<file path="config.mk">
export PLATFORM = sky130hd
export DESIGN_NAME = bcd_alarm_cmp
export DESIGN_NICKNAME = d
export VERILOG_FILES = /design/src/rtl/bcd_alarm_pkg.sv /design/src/rtl/alarm_field_cmp.sv /design/src/rtl/alarm_reg_file.sv /design/src/rtl/alarm_pending.sv /design/src/rtl/bcd_alarm_cmp.sv
export SDC_FILE = /design/constraint.sdc
export NUM_CORES = 1
export LEC_CHECK = 0
export ABC_AREA = 0
export BUFFER_PORTS_ARGS = -buffer_cell sky130_fd_sc_hd__buf_2
export CAP_MARGIN = 5
export CORE_UTILIZATION = 40
export CTS_CLUSTER_DIAMETER = 100
export CTS_CLUSTER_SIZE = 20
export DETAILED_ROUTE_END_ITERATION = 16
export PLACE_DENSITY_LB_ADDON = 0.12
export SYNTH_ARGS = -nofsm -noshare
export SYNTH_HDL_FRONTEND = slang
export SYNTH_HIERARCHICAL = 1
export SYNTH_SLANG_ARGS = --single-unit
</file>
<file path="constraint.sdc">
create_clock -name clk -period 1.7 [get_ports clk]
set_clock_uncertainty 0.2 [all_clocks]
set_input_delay 0.17 -clock clk [delete_from_list [all_inputs] [get_ports clk]]
set_output_delay 0.17 -clock clk [all_outputs]
set_load 0.01 [all_outputs]
</file>
<file path="src/rtl/bcd_alarm_pkg.sv">
package bcd_alarm_pkg;
  localparam int NUM_FIELDS = 6;
  localparam int DATA_W     = 12;
  localparam int SEL_W      = 3;
  localparam int GLOBAL_BIT = 6;
  localparam int PEND_BIT   = 1;

  typedef enum logic [SEL_W-1:0] {
    SEL_SEC    = 3'd0,
    SEL_MIN    = 3'd1,
    SEL_HOUR   = 3'd2,
    SEL_DAY    = 3'd3,
    SEL_MON    = 3'd4,
    SEL_YEAR   = 3'd5,
    SEL_ENABLE = 3'd6,
    SEL_STATUS = 3'd7
  } sel_e;
endpackage

</file>
<file path="src/rtl/alarm_field_cmp.sv">
module alarm_field_cmp #(
  parameter int W  = 7,
  parameter int DW = 12
) (
  input  logic          en,
  input  logic [DW-1:0] alm,
  input  logic [DW-1:0] cur,
  output logic          hit
);
  always_comb hit = en && (alm[W-1:0] == cur[W-1:0]);
endmodule

</file>
<file path="src/rtl/alarm_reg_file.sv">
module alarm_reg_file
  import bcd_alarm_pkg::*;
#(
  parameter int          NF      = NUM_FIELDS,
  parameter int          DW      = DATA_W,
  parameter logic [47:0] FW_PACK = 48'h0
) (
  input  logic                  clk,
  input  logic                  rst,
  input  logic                  wr_en,
  input  logic [SEL_W-1:0]      wr_sel,
  input  logic [DW-1:0]         wr_data,
  input  logic [SEL_W-1:0]      rd_sel,
  input  logic                  pending,
  output logic [NF-1:0][DW-1:0] alm_q,
  output logic [NF:0]           en_q,
  output logic [DW-1:0]         rd_data
);
  logic [NF-1:0][DW-1:0] wmask;

  for (genvar i = 0; i < NF; i++) begin : g_field
    localparam int W = int'(FW_PACK[i*8 +: 8]);
    assign wmask[i] = DW'((1 << W) - 1);

    always_ff @(posedge clk) begin
      if (rst) alm_q[i] <= '0;
      else if (wr_en && wr_sel == SEL_W'(i)) alm_q[i] <= wr_data & wmask[i];
    end
  end

  always_ff @(posedge clk) begin
    if (rst) en_q <= '0;
    else if (wr_en && wr_sel == SEL_ENABLE) en_q <= wr_data[NF:0];
  end

  always_ff @(posedge clk) begin
    if (rst) begin
      rd_data <= '0;
    end else begin
      case (rd_sel)
        SEL_ENABLE: rd_data <= DW'(en_q);
        SEL_STATUS: rd_data <= DW'({pending, 1'b0});
        default:    rd_data <= alm_q[rd_sel];
      endcase
    end
  end
endmodule

</file>
<file path="src/rtl/alarm_pending.sv">
module alarm_pending (
  input  logic clk,
  input  logic rst,
  input  logic set,
  input  logic clr,
  output logic pending
);
  // a new event wins over a simultaneous clear so no alarm is lost
  always_ff @(posedge clk) begin
    if (rst)      pending <= 1'b0;
    else if (set) pending <= 1'b1;
    else if (clr) pending <= 1'b0;
  end
endmodule

</file>
<file path="src/rtl/bcd_alarm_cmp.sv">
module bcd_alarm_cmp
  import bcd_alarm_pkg::*;
#(
  parameter int SEC_W  = 7,
  parameter int MIN_W  = 7,
  parameter int HOUR_W = 6,
  parameter int DAY_W  = 6,
  parameter int MON_W  = 5,
  parameter int YEAR_W = 12
) (
  input  logic              clk,
  input  logic              rst,
  input  logic              sec_tick,
  input  logic [SEC_W-1:0]  cur_sec,
  input  logic [MIN_W-1:0]  cur_min,
  input  logic [HOUR_W-1:0] cur_hour,
  input  logic [DAY_W-1:0]  cur_day,
  input  logic [MON_W-1:0]  cur_mon,
  input  logic [YEAR_W-1:0] cur_year,
  input  logic              wr_en,
  input  logic [SEL_W-1:0]  wr_sel,
  input  logic [DATA_W-1:0] wr_data,
  input  logic [SEL_W-1:0]  rd_sel,
  output logic [DATA_W-1:0] rd_data,
  output logic              alarm_irq
);
  localparam int NF = NUM_FIELDS;
  localparam int DW = DATA_W;
  localparam logic [47:0] FW_PACK = {8'(YEAR_W), 8'(MON_W), 8'(DAY_W),
                                     8'(HOUR_W), 8'(MIN_W), 8'(SEC_W)};

  logic [NF-1:0][DW-1:0] alm_q;
  logic [NF-1:0][DW-1:0] cur_f;
  logic [NF:0]           mask_q;
  logic [NF-1:0]         hit;
  logic                  any_match;
  logic                  fire;
  logic                  clear_wr;
  logic                  pending;

  assign cur_f[0] = DW'(cur_sec);
  assign cur_f[1] = DW'(cur_min);
  assign cur_f[2] = DW'(cur_hour);
  assign cur_f[3] = DW'(cur_day);
  assign cur_f[4] = DW'(cur_mon);
  assign cur_f[5] = DW'(cur_year);

  alarm_reg_file #(.NF(NF), .DW(DW), .FW_PACK(FW_PACK)) u_regs (
    .clk(clk), .rst(rst), .wr_en(wr_en), .wr_sel(wr_sel), .wr_data(wr_data),
    .rd_sel(rd_sel), .pending(pending), .alm_q(alm_q), .en_q(mask_q),
    .rd_data(rd_data)
  );

  for (genvar i = 0; i < NF; i++) begin : g_cmp
    alarm_field_cmp #(.W(int'(FW_PACK[i*8 +: 8])), .DW(DW)) u_cmp (
      .en(mask_q[i]), .alm(alm_q[i]), .cur(cur_f[i]), .hit(hit[i])
    );
  end

  assign any_match = |hit;
  assign fire      = sec_tick && mask_q[GLOBAL_BIT] && any_match;
  assign clear_wr  = wr_en && (wr_sel == SEL_STATUS) && wr_data[PEND_BIT];

  alarm_pending u_pend (
    .clk(clk), .rst(rst), .set(fire), .clr(clear_wr), .pending(pending)
  );

  assign alarm_irq = pending;
endmodule

</file>
Word level (Yosys, flattened, before mapping)
Cells that the tools add are included.
Word-level totals
  bits in registers: 63
  output and inout port bits: 13
  word-level logic and storage cells: 50
Operators by class
  $lt $le $gt $ge: 1
  eq/ne operators: 15
  multiplexer cells: 5
  reduce and logical (&&, ||, !) cells: 20
Operators by type and width (count)
  binary-select mux 12 bit (select 3 bit): 1
  case mux 12 bit (2 select lines): 1
  == test 3 bit (second input constant): 6
  logical AND 1 bit: 17
  == test 7 bit: 2
  == test 12 bit: 1
  == test 6 bit: 2
  2-to-1 mux 12 bit: 1
  == test 3 x 2 -> 1 bit (second input constant): 2
  OR reduction 6 bit: 1
  == test 5 bit: 1
  less-than comparator 3 x 4 -> 1 bit (second input constant): 1
  == test 3 x 1 -> 1 bit (second input constant): 1
  logical NOT 3 bit: 1
  2-to-1 mux 1 bit: 2
  nonzero test 2 bit: 1

Logic depth before layout (Yosys ltp)
  depth after elaboration: 5
  gate-level depth with buffers: 7

Modules after synthesis
The synthesis kept the hierarchy.
By module, submodules not included
  alarm_reg_file: instances 1, cells an instance 281, area each 2791.4 µm²
  alarm_field_cmp at g_cmp[0].u_cmp ...: instances 2, cells an instance 10, area each 77.6 µm²
  alarm_field_cmp at g_cmp[2].u_cmp ...: instances 2, cells an instance 8, area each 71.3 µm²
  alarm_field_cmp at g_cmp[5].u_cmp: instances 1, cells an instance 17, area each 138.9 µm²
  alarm_field_cmp at g_cmp[4].u_cmp: instances 1, cells an instance 7, area each 56.3 µm²
  alarm_pending: instances 1, cells an instance 4, area each 38.8 µm²
  bcd_alarm_cmp: instances 1, cells an instance 6, area each 33.8 µm²

Worst setup path after synthesis
OpenSTA, ideal clock, no wires.
  path kind: flip-flop to flip-flop
  from: reg u_regs/alm_q[37] (netlist name)
  to: reg u_pend.pending
  setup time: 0.114 ns
  arrival: 1.446 ns
  setup slack: -0.059 ns
  stages on the path, launching flop included: 7
  buffers on the path: 0
  period minus slack after synthesis: 1.759 ns
  cells stage by stage: dfxtp_1 > xor2_1 > nor4_2 > or4_1 > o311a_1 > inv_1 > a21oi_2
On the way
  cells in the longest elaborated chain, start to end: 5
  elaborated cells between the ends (all ways): 6
  those cells by class: eq/ne (1); mux (1); reduce/logical (4)
Ends and longest elaborated chain
  from (decl): line alarm_reg_file.sv:15  | output logic [NF-1:0][DW-1:0] alm_q,
  from (signal, indexed assignment): line alarm_reg_file.sv:27  | else if (wr_en && wr_sel == SEL_W'(i)) alm_q[i] <= wr_data & wmask[i];
  == test 6 bit *: line alarm_field_cmp.sv:10  | always_comb hit = en && (alm[W-1:0] == cur[W-1:0]);
  logical AND 1 bit *: line alarm_field_cmp.sv:10
  named net hit[3]: line bcd_alarm_cmp.sv:35  | logic [NF-1:0] hit;
  OR reduction 6 bit *: line bcd_alarm_cmp.sv:60  | assign any_match = |hit;
  logical AND 1 bit *: line bcd_alarm_cmp.sv:61  | assign fire = sec_tick && mask_q[GLOBAL_BIT] && any_match;
  named net fire: line bcd_alarm_cmp.sv:37  | logic fire;
  2-to-1 mux 1 bit or nonzero test 2 bit (tied branches)
  to (signal assigned): line alarm_pending.sv:10  | if (rst) pending <= 1'b0;
  to (signal assigned): line alarm_pending.sv:11  | else if (set) pending <= 1'b1;
  to (signal assigned): line alarm_pending.sv:12  | else if (clr) pending <= 1'b0;
  to (decl): line alarm_pending.sv:6  | output logic pending
The timed path passes the listed nets; every way through them passes the cells marked *.
A chain may end at the register's enable or synchronous reset.

Worst setup path after layout
  from: reg u_regs/alm_q[24] (netlist name)
  to: reg u_pend.pending
The elaborated chain is that of the path after synthesis.

==> impl_metrics.env <==
export IMPL_post_route_util_pct=56.2
export IMPL_grt_pass1_vias=2591
export IMPL_via_per_inst=4.95
export IMPL_max_freq_mhz=536
export IMPL_powerDensity_nw_per_um2=751
export IMPL_nets=507
export IMPL_cts_buffers=9
export IMPL_die_x_um=90.5
export IMPL_dieArea_sq_um=8190
export IMPL_netlist_instances=320
export IMPL_p_leak_nw=1.80
export IMPL_drive_above_1_share_pct=34.0
export IMPL_die_y_um=90.5
export IMPL_area_delta_synth_final_pct=33.0
export IMPL_grt_antenna_before_repair=0
export IMPL_io_pins=78
export IMPL_post_place_ws_ps=-174
export IMPL_ir_drop_uv=369
export IMPL_crit_required_ps=1730
export IMPL_core_area_sq_um=7410
export IMPL_final_common_cell="buf_2"
export IMPL_hold_path_class="in2reg"
export IMPL_drc=0
export IMPL_finalSetupViolCount=1
export IMPL_timing_hold_violations_final=0
export IMPL_hpwl_um=6210
export IMPL_cts_buffer_depth=2
export IMPL_post_drt_wl_per_cell_um=15.6
export IMPL_wirelength_um=8510
export IMPL_htreeDepth=3
export IMPL_avgSynthCellArea_sq_um=9.79
export IMPL_whs_ps=51.1
export IMPL_cts_root_buf="clkbuf_8"
export IMPL_crit_type="reg2reg"
export IMPL_rows=31
export IMPL_min_period_ps=1870
export IMPL_synth_nets=385
export IMPL_yosys_warnings=6
export IMPL_maxSlewViolCount=0
export IMPL_mostFrequentLayoutCells="77 x buf_2, 55 x dfxtp_1, 46 x nor2_1, 44 x mux2i_1, 36 x buf_4"
export IMPL_grt_pass1_wl_um=13600
export IMPL_fin_ws_ps=-167
export IMPL_crit_path_start="u_regs/alm_q[24]$_SDFFE_PP0P_"
export IMPL_path_clk_slew_ps=70
export IMPL_max_slew_margin_pct=62.4
export IMPL_nFillCells=699
export IMPL_total_power_w=0.00313
export IMPL_antenna_cells=0
export IMPL_synth_area_sq_um=3130
export IMPL_firstDrtPassIters=4
export IMPL_numPortBuffers=77
export IMPL_worst_pin_slew_ps=561
export IMPL_outcome="complete, but fails checks"
export IMPL_min_from="rst"
export IMPL_rsz0062_at_grt="true"
export IMPL_cp_arrival_ps=1900
export IMPL_globalplace_congestion=0.777
export IMPL_cts_tree="yes"
export IMPL_postRouteAntennaNets=0
export IMPL_grt_usage_pct=21.8
export IMPL_worstSetupStartpointType="flip-flop"
export IMPL_via_count=2701
export IMPL_r2r_start="u_regs/alm_q[24]$_SDFFE_PP0P_"
export IMPL_clock_sinks=63
export IMPL_crit_path_end_kind="flip-flop"
export IMPL_clk_latency_ps=340
export IMPL_violations="negative setup slack"
export IMPL_maxCapViolations=0
export IMPL_drt_iter0_markers=106
export IMPL_grt_max_degree=35
export IMPL_grt_overflow=0
export IMPL_start_util_pct=42.3
export IMPL_crit_fanout=3
export IMPL_finalCritPeriodShare_pct=110
==> sequential cells by signal, indices dropped and copies added, names as in the netlist <==
name,cells
u_pend/pending,1
u_regs/alm_q,43
u_regs/en_q,7
u_regs/rd_data,12
==> critical path, stage by stage (launching register included) <==
cell and delay, ps:
dfxtp_1 330, xnor2_1 120, nand4_1 120, nor4_2 60
or4_1 510, o311a_1 300, inv_1 80, a21oi_2 50
==> layer usage <==
layer / vias to the layer above / routed length, um / global-route usage [%]
met5: - / 0 / 0
met4: 0 / 85 / 7.93
met3: 10 / 280 / 4.04
met2: 73 / 4040 / 36.2
met1: 1265 / 4110 / 28.2
li1: 1353 / - / -
==> where the power goes <==
group | switching [W] | internal, W
Sequential | 0.0000211 | 0.00151
Clock | 0.000581 | 0.000605
Combinational | 0.000202 | 0.000210
==> through the flow <==
stage	cells	setup TNS, ps	cell area [sq um]
2_1_floorplan	320	-47.7	3140
3_3_place_gp	514	-129	3830
3_5_place_dp	514	-174	3830
4_1_cts	545	-179	4160
5_1_grt	546	-236	4160
6_report	546	-167	4160
==> path summary, 6_finish.rpt <==
path / endpoint / slack [ps] / cells after the start
setup / recovery: u_pend/pending$_SDFFE_PP0P_ / -170 / 7
hold / removal: u_regs/alm_q[38]$_SDFFE_PP0P_ / 50 / 3
setup reg to reg: u_pend/pending$_SDFFE_PP0P_ / -170 / 7
hold reg to reg: u_regs/rd_data[4]$_SDFF_PP0_ / 320 / 2
==> repair_timing <==
item / 4_1_cts / 5_1_grt
buffers inserted: 0 / 1
gates resized for setup: 2 / 0
pin swaps: 3 / 2
hold buffers: 15 / 0
endpoints found under the hold margin: 35 / 0
endpoints found under the setup margin: 1 / 1
==> area by class of cell <==
| type | instances | area (sq um) | share of cell area, % |
|---|---|---|---|
| multi-input combinational | 238 | 1760 | 42.3 |
| sequential | 63 | 1270 | 30.5 |
| timing repair buffer | 129 | 826 | 19.8 |
| clock buffer | 13 | 159 | 3.82 |
| tap | 99 | 124 | 2.97 |
| clock inverter | 3 | 17.5 | 0.421 |
| inverter | 1 | 3.75 | 0.0901 |
No activity file was read; power rests on OpenSTA's default activity.
